File: src/rtl/mesi_pkg.sv
package mesi_pkg;

  typedef enum logic [1:0] {
    ST_I = 2'd0,
    ST_S = 2'd1,
    ST_E = 2'd2,
    ST_M = 2'd3
  } mesi_e;

  typedef enum logic [1:0] {
    CMD_NONE = 2'd0,
    CMD_RD   = 2'd1,
    CMD_RDX  = 2'd2,
    CMD_WB   = 2'd3
  } bus_cmd_e;

  typedef enum logic [1:0] {
    C_IDLE = 2'd0,
    C_WB   = 2'd1,
    C_FILL = 2'd2,
    C_RESP = 2'd3
  } ctl_e;

endpackage

File: src/rtl/mesi_line_store.sv
module mesi_line_store
  import mesi_pkg::*;
#(
  parameter int IDX_W  = 3,
  parameter int TAG_W  = 9,
  parameter int DATA_W = 16
) (
  input  logic              clk_i,
  input  logic              rst_ni,
  // processor-side port
  input  logic [IDX_W-1:0]  a_idx_i,
  output logic [TAG_W-1:0]  a_tag_o,
  output mesi_e             a_st_o,
  output logic [DATA_W-1:0] a_dat_o,
  // snoop-side port
  input  logic [IDX_W-1:0]  b_idx_i,
  output logic [TAG_W-1:0]  b_tag_o,
  output mesi_e             b_st_o,
  output logic [DATA_W-1:0] b_dat_o,
  // full line write
  input  logic              line_we_i,
  input  logic [IDX_W-1:0]  line_idx_i,
  input  logic [TAG_W-1:0]  line_tag_i,
  input  mesi_e             line_st_i,
  input  logic [DATA_W-1:0] line_dat_i,
  // state-only write (snoop), wins over a line write
  input  logic              st_we_i,
  input  logic [IDX_W-1:0]  st_idx_i,
  input  mesi_e             st_val_i
);
  localparam int LINES = 1 << IDX_W;

  logic [TAG_W-1:0]  tag_q [LINES];
  mesi_e             st_q  [LINES];
  logic [DATA_W-1:0] dat_q [LINES];

  for (genvar g = 0; g < LINES; g++) begin : g_line
    always_ff @(posedge clk_i or negedge rst_ni) begin
      if (!rst_ni) begin
        tag_q[g] <= '0;
        st_q[g]  <= ST_I;
        dat_q[g] <= '0;
      end else begin
        if (line_we_i && line_idx_i == IDX_W'(g)) begin
          tag_q[g] <= line_tag_i;
          st_q[g]  <= line_st_i;
          dat_q[g] <= line_dat_i;
        end
        if (st_we_i && st_idx_i == IDX_W'(g)) st_q[g] <= st_val_i;
      end
    end
  end

  assign a_tag_o = tag_q[a_idx_i];
  assign a_st_o  = st_q[a_idx_i];
  assign a_dat_o = dat_q[a_idx_i];
  assign b_tag_o = tag_q[b_idx_i];
  assign b_st_o  = st_q[b_idx_i];
  assign b_dat_o = dat_q[b_idx_i];

endmodule

File: src/rtl/mesi_sup_select.sv
module mesi_sup_select #(
  parameter int N_CACHES = 4,
  parameter int CACHE_ID = 0
) (
  input  logic [N_CACHES-1:0] vec_i,
  output logic                sel_o
);
  localparam logic [N_CACHES-1:0] LOW_MASK =
    N_CACHES'((64'd1 << CACHE_ID) - 64'd1);

  // lowest-numbered candidate wins
  assign sel_o = vec_i[CACHE_ID] && ((vec_i & LOW_MASK) == '0);

endmodule

File: src/rtl/mesi_snoop_resp.sv
module mesi_snoop_resp
  import mesi_pkg::*;
(
  input  logic       snp_valid_i,
  input  logic [1:0] snp_cmd_i,
  input  logic       hit_i,
  input  mesi_e      line_st_i,
  input  logic       sel_i,
  output logic       shared_o,
  output logic       cand_o,
  output logic       flush_o,
  output logic       upd_we_o,
  output mesi_e      upd_st_o
);
  logic rd_hit, rdx_hit, owner;

  assign rd_hit  = snp_valid_i && (snp_cmd_i == CMD_RD)  && hit_i;
  assign rdx_hit = snp_valid_i && (snp_cmd_i == CMD_RDX) && hit_i;
  assign owner   = (line_st_i == ST_M) || (line_st_i == ST_E);

  assign shared_o = rd_hit;
  assign cand_o   = rd_hit || rdx_hit;
  assign flush_o  = (rd_hit || rdx_hit) && (owner || (line_st_i == ST_S && sel_i));
  assign upd_we_o = (rd_hit && owner) || rdx_hit;
  assign upd_st_o = rdx_hit ? ST_I : ST_S;

endmodule

File: src/rtl/mesi_snoop_ctrl.sv
module mesi_snoop_ctrl
  import mesi_pkg::*;
#(
  parameter int ADDR_W   = 12,
  parameter int DATA_W   = 16,
  parameter int IDX_W    = 3,
  parameter int N_CACHES = 4,
  parameter int CACHE_ID = 0
) (
  input  logic                clk_i,
  input  logic                rst_ni,
  input  logic                cpu_req_i,
  input  logic                cpu_we_i,
  input  logic [ADDR_W-1:0]   cpu_addr_i,
  input  logic [DATA_W-1:0]   cpu_wdata_i,
  output logic                cpu_ack_o,
  output logic [DATA_W-1:0]   cpu_rdata_o,
  output logic                bus_req_o,
  output logic [1:0]          bus_cmd_o,
  output logic [ADDR_W-1:0]   bus_addr_o,
  output logic [DATA_W-1:0]   bus_data_o,
  input  logic                bus_gnt_i,
  input  logic                bus_shared_i,
  input  logic [DATA_W-1:0]   bus_fill_i,
  input  logic                snp_valid_i,
  input  logic [1:0]          snp_cmd_i,
  input  logic [ADDR_W-1:0]   snp_addr_i,
  output logic                shared_o,
  output logic                sup_cand_o,
  input  logic [N_CACHES-1:0] sup_vec_i,
  output logic                flush_o
);
  localparam int TAG_W = ADDR_W - IDX_W;

  ctl_e              st_q, st_d;
  logic              we_q;
  logic [ADDR_W-1:0] addr_q;
  logic [DATA_W-1:0] wdata_q, rdata_q;

  logic [IDX_W-1:0]  a_idx, b_idx;
  logic [TAG_W-1:0]  req_tag, a_tag, b_tag;
  mesi_e             a_st, b_st;
  logic [DATA_W-1:0] a_dat, b_dat;
  logic              hit_a, hit_b;

  logic              line_we;
  logic [TAG_W-1:0]  line_tag;
  mesi_e             line_st;
  logic [DATA_W-1:0] line_dat;
  logic              snp_we;
  mesi_e             snp_st;
  logic              sup_sel;
  logic              accept;
  bus_cmd_e          cmd;

  assign a_idx   = (st_q == C_IDLE) ? cpu_addr_i[IDX_W-1:0] : addr_q[IDX_W-1:0];
  assign req_tag = (st_q == C_IDLE) ? cpu_addr_i[ADDR_W-1:IDX_W] : addr_q[ADDR_W-1:IDX_W];
  assign b_idx   = snp_addr_i[IDX_W-1:0];
  assign hit_a   = (a_st != ST_I) && (a_tag == req_tag);
  assign hit_b   = (b_st != ST_I) && (b_tag == snp_addr_i[ADDR_W-1:IDX_W]);

  mesi_line_store #(.IDX_W(IDX_W), .TAG_W(TAG_W), .DATA_W(DATA_W)) u_store (
    .clk_i, .rst_ni,
    .a_idx_i(a_idx), .a_tag_o(a_tag), .a_st_o(a_st), .a_dat_o(a_dat),
    .b_idx_i(b_idx), .b_tag_o(b_tag), .b_st_o(b_st), .b_dat_o(b_dat),
    .line_we_i(line_we), .line_idx_i(a_idx), .line_tag_i(line_tag),
    .line_st_i(line_st), .line_dat_i(line_dat),
    .st_we_i(snp_we), .st_idx_i(b_idx), .st_val_i(snp_st)
  );

  mesi_sup_select #(.N_CACHES(N_CACHES), .CACHE_ID(CACHE_ID)) u_sel (
    .vec_i(sup_vec_i), .sel_o(sup_sel)
  );

  mesi_snoop_resp u_snoop (
    .snp_valid_i, .snp_cmd_i, .hit_i(hit_b), .line_st_i(b_st), .sel_i(sup_sel),
    .shared_o, .cand_o(sup_cand_o), .flush_o,
    .upd_we_o(snp_we), .upd_st_o(snp_st)
  );

  always_comb begin
    st_d       = st_q;
    accept     = 1'b0;
    line_we    = 1'b0;
    line_tag   = req_tag;
    line_st    = ST_I;
    line_dat   = a_dat;
    bus_req_o  = 1'b0;
    cmd        = CMD_NONE;
    bus_addr_o = {req_tag, a_idx};
    unique case (st_q)
      C_IDLE: begin
        // snoop owns the array this cycle
        if (cpu_req_i && !snp_valid_i) begin
          accept = 1'b1;
          if (!cpu_we_i && hit_a) begin
            st_d = C_RESP;
          end else if (cpu_we_i && hit_a && (a_st == ST_M || a_st == ST_E)) begin
            line_we  = 1'b1;
            line_st  = ST_M;
            line_dat = cpu_wdata_i;
            st_d     = C_RESP;
          end else if (!hit_a && a_st == ST_M) begin
            st_d = C_WB;
          end else begin
            st_d = C_FILL;
          end
        end
      end
      C_WB: begin
        if (a_st != ST_M) begin
          st_d = C_FILL;  // victim taken by a snoop, nothing left to write
        end else begin
          bus_req_o  = 1'b1;
          cmd        = CMD_WB;
          bus_addr_o = {a_tag, a_idx};
          if (bus_gnt_i) begin
            line_we  = 1'b1;
            line_tag = a_tag;
            line_st  = ST_I;
            st_d     = C_FILL;
          end
        end
      end
      C_FILL: begin
        bus_req_o = 1'b1;
        cmd       = we_q ? CMD_RDX : CMD_RD;
        if (bus_gnt_i) begin
          line_we  = 1'b1;
          line_st  = we_q ? ST_M : (bus_shared_i ? ST_S : ST_E);
          line_dat = we_q ? wdata_q : bus_fill_i;
          st_d     = C_RESP;
        end
      end
      default: st_d = C_IDLE;
    endcase
  end

  always_ff @(posedge clk_i or negedge rst_ni) begin
    if (!rst_ni) begin
      st_q    <= C_IDLE;
      we_q    <= 1'b0;
      addr_q  <= '0;
      wdata_q <= '0;
      rdata_q <= '0;
    end else begin
      st_q <= st_d;
      if (accept) begin
        we_q    <= cpu_we_i;
        addr_q  <= cpu_addr_i;
        wdata_q <= cpu_wdata_i;
        if (!cpu_we_i && hit_a) rdata_q <= a_dat;
      end
      if (st_q == C_FILL && bus_gnt_i && !we_q) rdata_q <= bus_fill_i;
    end
  end

  assign bus_cmd_o   = cmd;
  assign bus_data_o  = flush_o ? b_dat : a_dat;
  assign cpu_ack_o   = (st_q == C_RESP);
  assign cpu_rdata_o = rdata_q;

  // an idle controller neither requests nor acknowledges
  p_idle_quiet_r1: assert property (@(posedge clk_i) disable iff (!rst_ni)
    (st_q == C_IDLE) |-> (!bus_req_o && !cpu_ack_o));

  // a granted fill is acknowledged on the next cycle
  p_fill_ack_r2: assert property (@(posedge clk_i) disable iff (!rst_ni)
    (st_q == C_FILL && bus_gnt_i) |=> cpu_ack_o);

  // a store hit on Exclusive is silent
  p_silent_upgrade_r3: assert property (@(posedge clk_i) disable iff (!rst_ni)
    (st_q == C_IDLE && cpu_req_i && cpu_we_i && !snp_valid_i && hit_a && a_st == ST_E)
    |=> (cpu_ack_o && !bus_req_o));

  // a snooped read hit raises the shared line
  p_shared_on_read_r6: assert property (@(posedge clk_i) disable iff (!rst_ni)
    (snp_valid_i && snp_cmd_i == CMD_RD && hit_b) |-> shared_o);

  // ownership snoop on an owned line must flush
  p_rdx_owner_flush_r8: assert property (@(posedge clk_i) disable iff (!rst_ni)
    (snp_valid_i && snp_cmd_i == CMD_RDX && hit_b && (b_st == ST_M || b_st == ST_E))
    |-> flush_o);

  // a Shared holder flushes only while a candidate itself
  p_shared_supplier_r9: assert property (@(posedge clk_i) disable iff (!rst_ni)
    (flush_o && b_st == ST_S) |-> sup_vec_i[CACHE_ID]);

  // a granted write-back is followed by the fill request
  p_wb_then_fill_r10: assert property (@(posedge clk_i) disable iff (!rst_ni)
    (st_q == C_WB && bus_req_o && bus_gnt_i)
    |=> (st_q == C_FILL && bus_req_o && bus_cmd_o != CMD_WB));

  // environment: own grant and foreign snoop never coincide
  p_gnt_snoop_excl: assert property (@(posedge clk_i) disable iff (!rst_ni)
    !(bus_gnt_i && snp_valid_i));

endmodule

File: config.mk
export PLATFORM = sky130hd
export DESIGN_NAME = mesi_snoop_ctrl
export DESIGN_NICKNAME = d
export VERILOG_FILES = /design/src/rtl/mesi_pkg.sv /design/src/rtl/mesi_line_store.sv /design/src/rtl/mesi_sup_select.sv /design/src/rtl/mesi_snoop_resp.sv /design/src/rtl/mesi_snoop_ctrl.sv
export SDC_FILE = /design/constraint.sdc
export NUM_CORES = 1
export LEC_CHECK = 0
export BUFFER_PORTS_ARGS = -buffer_cell sky130_fd_sc_hd__buf_2
export CELL_PAD_IN_SITES_DETAIL_PLACEMENT = 0
export CELL_PAD_IN_SITES_GLOBAL_PLACEMENT = 1
export CORE_MARGIN = 10
export CORE_UTILIZATION = 52
export CTS_CLUSTER_SIZE = 25
export DETAILED_ROUTE_END_ITERATION = 8
export GPL_TIMING_DRIVEN = 0
export PLACE_DENSITY_LB_ADDON = 0.08
export SYNTH_ARGS = -nofsm -noshare
export SYNTH_HDL_FRONTEND = slang
export SYNTH_SLANG_ARGS = --single-unit
File: constraint.sdc
create_clock -name clk_i -period 6.28 [get_ports clk_i]
set_input_delay 0.628 -clock clk_i [delete_from_list [all_inputs] [get_ports clk_i]]
set_output_delay 0.628 -clock clk_i [all_outputs]
set_load 0.02 [all_outputs]
# After elaboration in Yosys (flattened, before gate mapping)
# Cells that the tools add are included.
[totals]
ff_bits = 263
inputBits = 69
output_inout_bits = 51
wordCells = 201
[classes]
order_cmp = 2
n_eq_ne = 30
n_mux = 80
bitwise_logic = 2
n_reduce_logical = 58
[op_table]
columns = ["cell", "count"]
rows = [
  ["16-bit two-way mux", 13],
  ["16-bit binary-select mux with 3-bit select", 2],
  ["9-bit two-way mux", 8],
  ["2-bit two-way mux", 35],
  ["9-bit binary-select mux with 3-bit select", 2],
  ["1-bit logical AND", 32],
  ["16-bit case mux with 2 select lines", 1],
  ["3-bit equality test (second input constant)", 8],
  ["12-bit two-way mux", 2],
  ["2-bit nonzero test", 12],
  ["9-bit equality test", 2],
  ["2-bit equality test (second input constant)", 7],
  ["2-bit binary-select mux with 3-bit select", 2],
  ["3-bit by 2-bit equality test with 1-bit output (second input constant)", 4],
  ["1-bit two-way mux", 9],
  ["4-bit greater-or-equal comparator (second input constant)", 2],
  ["3-bit NOT with 4-bit output", 2],
  ["2-bit case mux with 2 select lines", 2],
  ["2-bit by 1-bit equality test with 1-bit output (second input constant)", 3],
  ["3-bit by 1-bit equality test with 1-bit output (second input constant)", 2],
  ["3-bit zero test", 2],
  ["2-bit case mux with 3 select lines", 1],
  ["1-bit logical OR", 5],
  ["1-bit zero test", 4],
  ["9 further kinds", 10],
]

# Logic depth before layout (Yosys ltp)
# Gate-level depths: netlist (run 1).
[logic_depth]
depth_word = 17
depth_mapped = 18
ltp_nobuf = 13

# By module
# A second synthesis (run 1) with hierarchy kept.
[unflattened]
cells_unflattened = 1073
hier_area_um2 = 15158.3
[by_module_without_submodules]
columns = ["mod", "n_inst", "cells_per_inst", "area_per_inst_um2", "seq_area_each_um2"]
rows = [
  ["mesi_line_store", 1, 699, 11521.0, 5405.2],
  ["mesi_snoop_ctrl", 1, 361, 3555.9, 1176.1],
  ["mesi_snoop_resp", 1, 12, 73.8, 0.0],
  ["mesi_sup_select", 1, 1, 7.5, 0.0],
]

# Worst setup path before layout (run 1)
# Ideal clock, no wire load.
[synth_timing]
kind = "in2out"
start = "input snp_addr_i[0]"
end = "output bus_data_o[13]"
arrival_ps = 3609
required_ps = 5652
setup_slack_ps = 2043
path_stages = 10
path_buffers = 3
cell_sequence = "buf_2 -> buf_2 -> mux4_2 -> mux2i_1 -> xnor2_1 -> nor4b_1 -> nand4_1 -> nor3_1 -> buf_2 -> mux2i_1"
[synth_via]
elab_chain_len = 10
[synth_rtl]
columns = ["item", "line", "rtl"]
rows = [
  ["start: declaration", "mesi_snoop_ctrl.sv:27", "input logic [ADDR_W-1:0] snp_addr_i,"],
  ["3-bit NOT with 4-bit output (implied by the code) *", "mesi_line_store.sv:57, mesi_line_store.sv:58, mesi_line_store.sv:59", ""],
  ["9-bit binary-select mux with 3-bit select / 2-bit binary-select mux with 3-bit select (equally long branches)", "mesi_line_store.sv:57, mesi_line_store.sv:58", ""],
  ["9-bit two-way mux (implied by the code) / 2-bit two-way mux (equally long branches) (2 in series)", "mesi_line_store.sv:57, mesi_line_store.sv:58", ""],
  ["9-bit equality test / 2-bit nonzero test (equally long branches)", "mesi_snoop_ctrl.sv:60", "assign hit_b = (b_st != ST_I) && (b_tag == snp_addr_i[ADDR_W-1:IDX_W]);"],
  ["1-bit logical AND", "mesi_snoop_ctrl.sv:60", ""],
  ["1-bit logical AND (on tied branches)", "mesi_snoop_resp.sv:17, mesi_snoop_resp.sv:18", ""],
  ["1-bit logical OR", "mesi_snoop_resp.sv:23", "assign flush_o = (rd_hit || rdx_hit) && (owner || (line_st_i == ST_S && sel_i));"],
  ["1-bit logical AND", "mesi_snoop_resp.sv:23", ""],
  ["16-bit two-way mux *", "mesi_snoop_ctrl.sv:159", "assign bus_data_o = flush_o ? b_dat : a_dat;"],
  ["end: declaration", "mesi_snoop_ctrl.sv:21", "output logic [DATA_W-1:0] bus_data_o,"],
]
# Mark *: on every way between the ends. The rest lies on a longest branch, timed or not. The select of a mux whose other input is x is not followed.

# Worst setup path in the final report (run 1)
[layout_timing]
start = "register st_q[1]"
end = "output bus_data_o[11]"
[layout_via]
elab_chain_len = 7
[layout_rtl]
columns = ["item", "line", "rtl"]
rows = [
  ["start: declaration", "mesi_snoop_ctrl.sv:35", "ctl_e st_q, st_d;"],
  ["start signal: assignment", "mesi_snoop_ctrl.sv:147", "st_q <= st_d;"],
  ["2-bit zero test", "mesi_snoop_ctrl.sv:56", "assign a_idx = (st_q == C_IDLE) ? cpu_addr_i[IDX_W-1:0] : addr_q[IDX_W-1:0];"],
  ["3-bit two-way mux", "mesi_snoop_ctrl.sv:56", ""],
  ["3-bit NOT with 4-bit output (implied by the code)", "mesi_line_store.sv:56", "assign a_dat_o = dat_q[a_idx_i];"],
  ["16-bit binary-select mux with 3-bit select", "mesi_line_store.sv:56", ""],
  ["16-bit two-way mux (implied by the code) (2 in series)", "mesi_line_store.sv:56", ""],
  ["16-bit two-way mux", "mesi_snoop_ctrl.sv:159", ""],
]
# Every way passes these cells. The select of a mux whose other input is x is not followed.

==> results of run 1 <==
-- logic make-up after synthesis --
family	Yosys count	synth area share [%]
AOI/OAI and AO/OA	486	18.4
and+or+nand+nor	367	11.3
muxes	310	24.2
DFF	263	40.4
buffers and inverters	162	4.54
xor gates and xnor gates	14	0.754
adders and majority gates	5	0.384
-- final cells by class --
| type | instances | area, sq um | area share (%) |
|---|---|---|---|
| Buffer | 129 | 614 | 3.33 |
| Clock buffer | 51 | 931 | 5.05 |
| Clock inverter | 6 | 47.5 | 0.258 |
| Inverter | 33 | 124 | 0.672 |
| Multi-Input combinational cell | 1182 | 8970 | 48.7 |
| Sequential cell | 263 | 6580 | 35.7 |
| Tap cell | 396 | 495 | 2.69 |
| Timing Repair Buffer | 117 | 656 | 3.56 |
-- per-layer routing --
metal	vias up	track usage (%)	part of all wire (%)
met5	-	0	0
met4	0	21.9	7.3
met3	279	6.90	8.8
met2	866	54.2	47
met1	7522	39.8	37
li1	6364	-	-
-- per-stage QoR --
| step | hold slack (ps) | std cells |
|---|---|---|
| 2_1_floorplan | 332 | 1607 |
| 3_3_place_gp | 481 | 2115 |
| 3_5_place_dp | 494 | 2119 |
| 4_1_cts | 103 | 2176 |
| 5_1_grt | 146 | 2177 |
| 6_report | 82.3 | 2177 |
-- worst max-delay path: stages, from the launching register on --
cell and delay (ps):
dfrtp_1 450, inv_1 120, ha_1 300, buf_2 290, mux2i_2 730, clkbuf_1 650
clkbuf_1 670, clkbuf_1 590, nand2_1 110, nand3_1 110, a31oi_1 210, o21ai_0 430
buf_2 250
-- worst max path at each step --
stage,startpoint,to,slack [ps],cells past startpoint
after global routing,st_q[0]$_DFFE_PN0P_,bus_data_o[11],50,12
after detailed placement,snp_addr_i[1],bus_data_o[2],690,13
final,st_q[1]$_DFFE_PN0P_,bus_data_o[11],130,12
after CTS,st_q[1]$_DFFE_PN0P_,bus_data_o[11],110,12
after floorplan,snp_addr_i[0],bus_data_o[13],2040,10
after global placement,rst_ni,u_store.tag_q[61]$_DFFE_PN0P_,-410,1
-- cell usage in the layout (no fill, tap or decap), types with 22 or more instances in the layout --
master | synthesis | layout
mux2i_1 | 125 | 124
clkbuf_1 | 54 | 66
mux4_2 | 54 | 54
a211oi_1 | 29 | 29
dfrtp_1 | 263 | 263
nand2_1 | 160 | 160
o21ai_0 | 72 | 71
nand3_1 | 46 | 46
buf_2 | 46 | 157
nor2_1 | 34 | 34
inv_1 | 31 | 31
a31oi_1 | 141 | 141
mux2_2 | 118 | 118
a21oi_1 | 160 | 160
nor2b_1 | 22 | 22
clkbuf_16 | 0 | 31
-- registers in the layout (all words and copies together) (netlist names) --
signal         cells
u_store.tag_q     72
we_q               1
u_store.dat_q    128
addr_q            12
cpu_rdata_o       16
u_store.st_q      16
st_q               2
wdata_q           16
-- power groups by stage --
stage / combinational (mW) / sequential (mW) / clock, mW
2_1_floorplan: 4.34 / 2.95 / 0
3_3_place_gp: 6.50 / 3.07 / 0
3_5_place_dp: 6.62 / 3.10 / 0
4_1_cts: 6.64 / 3.08 / 1.78
5_1_grt: 7.17 / 3.19 / 1.85
6_report: 6.79 / 3.11 / 1.78
-- cells in the mapped netlist (6+ instances only) --
cell type	instances
a211oi_1	29
a21o_1	10
a21oi_1	160
a31oi_1	141
and2_1	7
and3b_1	7
buf_1	15
buf_2	46
buf_4	7
buf_6	6
clkbuf_1	54
dfrtp_1	263
inv_1	31
mux2_1	13
mux2_2	118
mux2i_1	125
mux4_2	54
nand2_1	160
nand2b_1	7
nand3_1	46
nand4_1	9
nor2_1	34
nor2b_1	22
nor3_1	14
nor3b_1	15
o2111a_1	6
o211ai_1	6
o21ai_0	72
o22a_1	13
o22ai_1	9
or2_2	8
or3_1	7
xnor2_1	11
==> qor.txt, run 1 <==
status = completed
Die ar. = 38,800 sq um
Total GRT Usage = 33.4%
fin nets = 1,831
vias in the first global route = 15,037
Mean Syn Cell Area = 10.1 sq um
Mapped Area = 16,300 sq um
max cap viols = 0
Power Density = 634 nW/um^2
Crit. End Element = output port
Final period util = 98.0%
min Tclk post-route = 6150 ps
worst setup margin = 128 ps
Max Fanout on Critical Path = 10
DRT Pass-1 Iters = 8
Via-to-Cell Ratio = 6.90
initial core utilization = 52.9%
CP startpoint kind = flip-flop
DPL Wire Length = 47.0 mm
Syn Nets = 1,681
register area share after synthesis = 40.4%
Leak Pwr = 7.98 nW
CP Data Required Time = 5650 ps
H-tree depth = 1
clock network fraction of total power = 15.3%
Primary FF master, synth = dfrtp_1
Core Region = 30,700 sq um
Worst-Skew Late Latency = 600 ps
combinational power share = 58.1%
ratio of cells with drive above 1 in the final layout = 24.0%
global route overflow = 0
Net Sw Power = 5.90 mW
Final Power = 11.7 mW
Area after DPL = 17,400 sq um
setup_tns = 0 ps
highest clock rate = 163 MHz
final setup fails = 0
unrepaired setup endpoints after global routing = no
switch share = 50.5%
number of synthesis warnings = 0
# DRC = 0
final instance area = 18,400 sq um
Area growth, synth to finish = 13.2%
slew margin rel. = 11.7%
pre-CTS setup slack = 693 ps
# IOs = 120
I/O Buffers = 112
top cell type's share of synthesized area = 40.4%
Tightest Pin Transition = 1320 ps
CTS Hold Bufs = 0
Clock Tree Buf Depth = 3
Std-Cell Rows = 64
synthesized flop and latch total = 263
Post-DRT Antenna Nets = 0
first-pass GRT wire length = 97.5 mm
crit path kind = flip-flop to output port
largest area contributor in the netlist = dfrtp_1
largest net degree at the start of global routing = 97
Worst EP arrival = 5520 ps
Worst VDD drop = 275 uV
die width = 197 microns
Synth cell types = 70
fill count = 2,742
FF-to-FF End = cpu_rdata_o[11]$_DFFE_PN0P_
ys async rst share = 100%
initial drt markers = 1,735
CTS tree = built
CTS resizes = 0
P_int = 5.78 mW
DR WL/cell = 30.3 microns
flop2flop setup slack = 830 ps
HP Class = input port to asynchronous set/reset pin
final hold viol count = 0
Synth area leaders = dfrtp_1, mux2_2, mux2i_1, mux4_2, a31oi_1
GP Congestion = 0.975
overall routed net length = 66.0 mm
Clock transition at path regs = 60 ps
initial antenna violation count = 0
skew final = 15.0 ps
root buffer cell = clkbuf_16
postcts setup bufs = 0
Pins Over Slew Limit = 0
Die Y = 197 microns
final core occ = 59.9%
# diodes = 0
R2R depth = 13
Reg2Reg Launch Point = st_q[1]$_DFFE_PN0P_
Syn Inst Count = 1,607
clock buffer count from CTS = 31
# clock sinks = 263
Post-synth EDFFs = 0
sequential share of power = 26.6%
via count = 15,031
(Power assumes the default switching activity.)
==> inputs of run 2 (changes only) <==
==> constraint.sdc (replaced) <==
create_clock -name clk_i -period 6.28 [get_ports clk_i]
set_input_delay 0.314 -clock clk_i [delete_from_list [all_inputs] [get_ports clk_i]]
set_output_delay 0.314 -clock clk_i [all_outputs]
set_load 0.02 [all_outputs]
==> run 2 against run 1 <==
Sequential power about the same. Combinational power about the same. Fmax down 0.29%. Largest power group unchanged. Core utilization up 1.4 points. First-iteration DRC count down 2.7%. Global-route usage up 0.36 points. Sequential share of layout area down 0.81 points. Highest routed layer unchanged. Via count up 2.4%. Hold slack worse by 41 ps.
==> qor.txt, run 2 (synthesized netlist as in run 1, its figures left out) <==
final setup fails = 0
max cap viols = 0
DPL Wire Length = 47.0 mm
min Tclk post-route = 6170 ps
die width = 197 microns
# clock sinks = 263
Die Y = 197 microns
Finished Layout Cells = 2,220
Crit. End Element = output port
Area growth, synth to finish = 15.9%
HP Class = input port to flip-flop
largest net degree at the start of global routing = 97
Clock transition at path regs = 60 ps
Via-to-Cell Ratio = 6.93
initial core utilization = 52.9%
# diodes = 0
highest clock rate = 162 MHz
postcts setup bufs = 0
I/O Buffers = 112
unrepaired setup endpoints after global routing = no
largest reg by FF count = u_store.dat_q
Worst EP arrival = 5860 ps
root buffer cell = clkbuf_16
global route overflow = 0
Post-DRT Antenna Nets = 0
Clock Tree Buf Depth = 3
Area after DPL = 17,400 sq um
CP Data Required Time = 5970 ps
via count = 15,391
final core occ = 61.3%
# DRC = 0
max reg flops = 128
Tightest Pin Transition = 1290 ps
final instance area = 18,900 sq um
crit path kind = flip-flop to output port
Die ar. = 38,800 sq um
DRT Pass-1 Iters = 5
fin nets = 1,874
Leak Pwr = 8.16 nW
overall routed net length = 66.7 mm
first-pass GRT wire length = 98.7 mm
status = completed
CTS tree = built
largest registers = u_store.dat_q (128), u_store.tag_q (72)
Total GRT Usage = 33.8%
slew margin rel. = 11.7%
H-tree depth = 1
Worst-Skew Late Latency = 600 ps
initial drt markers = 1,688
GP Congestion = 0.975
ratio of cells with drive above 1 in the final layout = 23.4%
final hold viol count = 0
Std-Cell Rows = 64
final hold slack = 41.5 ps
Pins Over Slew Limit = 0
R2R depth = 14
clock buffer count from CTS = 31
# IOs = 120
placed cell count = 2,119
CP startpoint kind = flip-flop
Worst VDD drop = 277 uV
skew final = 14.8 ps
Final period util = 98.3%
Power Density = 621 nW/um^2
most frequent cells in the layout = dfrtp_1, nand2_1, a21oi_1
most common cell after layout, fill and taps aside = dfrtp_1
hold path cells = 3
Max Fanout on Critical Path = 10
fill count = 2,682
Core Region = 30,700 sq um
initial antenna violation count = 0
DR WL/cell = 30.0 microns
vias in the first global route = 15,277
-- run 2: cell count changes in the layout (fill, tap and decap cells not counted), sizes merged --
| cell | delta |
|---|---|
| dlygate4sd3 | +43 |
-- run 2: path summary, 6_finish.rpt --
path	from	endpoint	slack (ps)
min	cpu_we_i	we_q$_DFFE_PN0P_	40
min reg2reg	addr_q[11]$_DFFE_PN0P_	addr_q[11]$_DFFE_PN0P_	500
min in group asynchronous	rst_ni	cpu_rdata_o[9]$_DFFE_PN0P_	360
max	st_q[1]$_DFFE_PN0P_	bus_data_o[11]	110
max in group asynchronous	rst_ni	u_store.st_q[1]$_DFFE_PN0P_	4570
max reg2reg	st_q[1]$_DFFE_PN0P_	u_store.dat_q[60]$_DFFE_PN0P_	450
-- run 2: what timing repair did --
action	in CTS	in global routing
setup endpoints to repair	0	0
gates resized for setup	0	0
hold buffers	43	0
hold endpoints to repair	137	0
-- run 2: cell type report --
class                   instances  area [sq um]  area share [%]
multi-input cells            1182          8970            47.6
flip-flops and latches        263          6580            34.9
repair buffers                160          1090            5.76
clock buffers                  51           931            4.94
plain buffers                 129           614            3.26
well taps                     396           495            2.63
inverters                      33           124           0.657
clock inverters                 6          47.5           0.252
-- run 2: critical path, cell delays in order, from the launching register on --
cell	delay (ps)
dfrtp_1	450
inv_1	120
ha_1	300
buf_2	290
mux2i_1	1070
clkbuf_1	660
clkbuf_1	660
clkbuf_1	580
nand2_1	110
nand3_1	110
a31oi_1	210
o21ai_0	440
buf_2	250
-- run 2: routing by layer --
layer | vias to the layer above | wire length, microns | track usage [%]
met2 | 934 | 31300 | 55.1
met3 | 291 | 5990 | 6.80
met1 | 7690 | 24400 | 40.2
met5 | - | 0 | 0
met4 | 0 | 5020 | 21.9
li1 | 6476 | - | -
-- run 2: stage by stage --
step	power, mW	setup slack, ps	setup TNS (ps)
final	11.7	110	0
after global placement	9.57	-95.2	-14850
after CTS	11.5	426	0
after global routing	12.2	68.1	0
after detailed placement	9.72	834	0
after floorplan	7.29	2470	0
-- run 2: where the power goes --
group / switching [mW] / internal [mW] / leakage, nW
Clock: 0.770 / 1.01 / 0.479
Sequential: 0.635 / 2.48 / 3.32
Combinational: 4.50 / 2.31 / 4.36
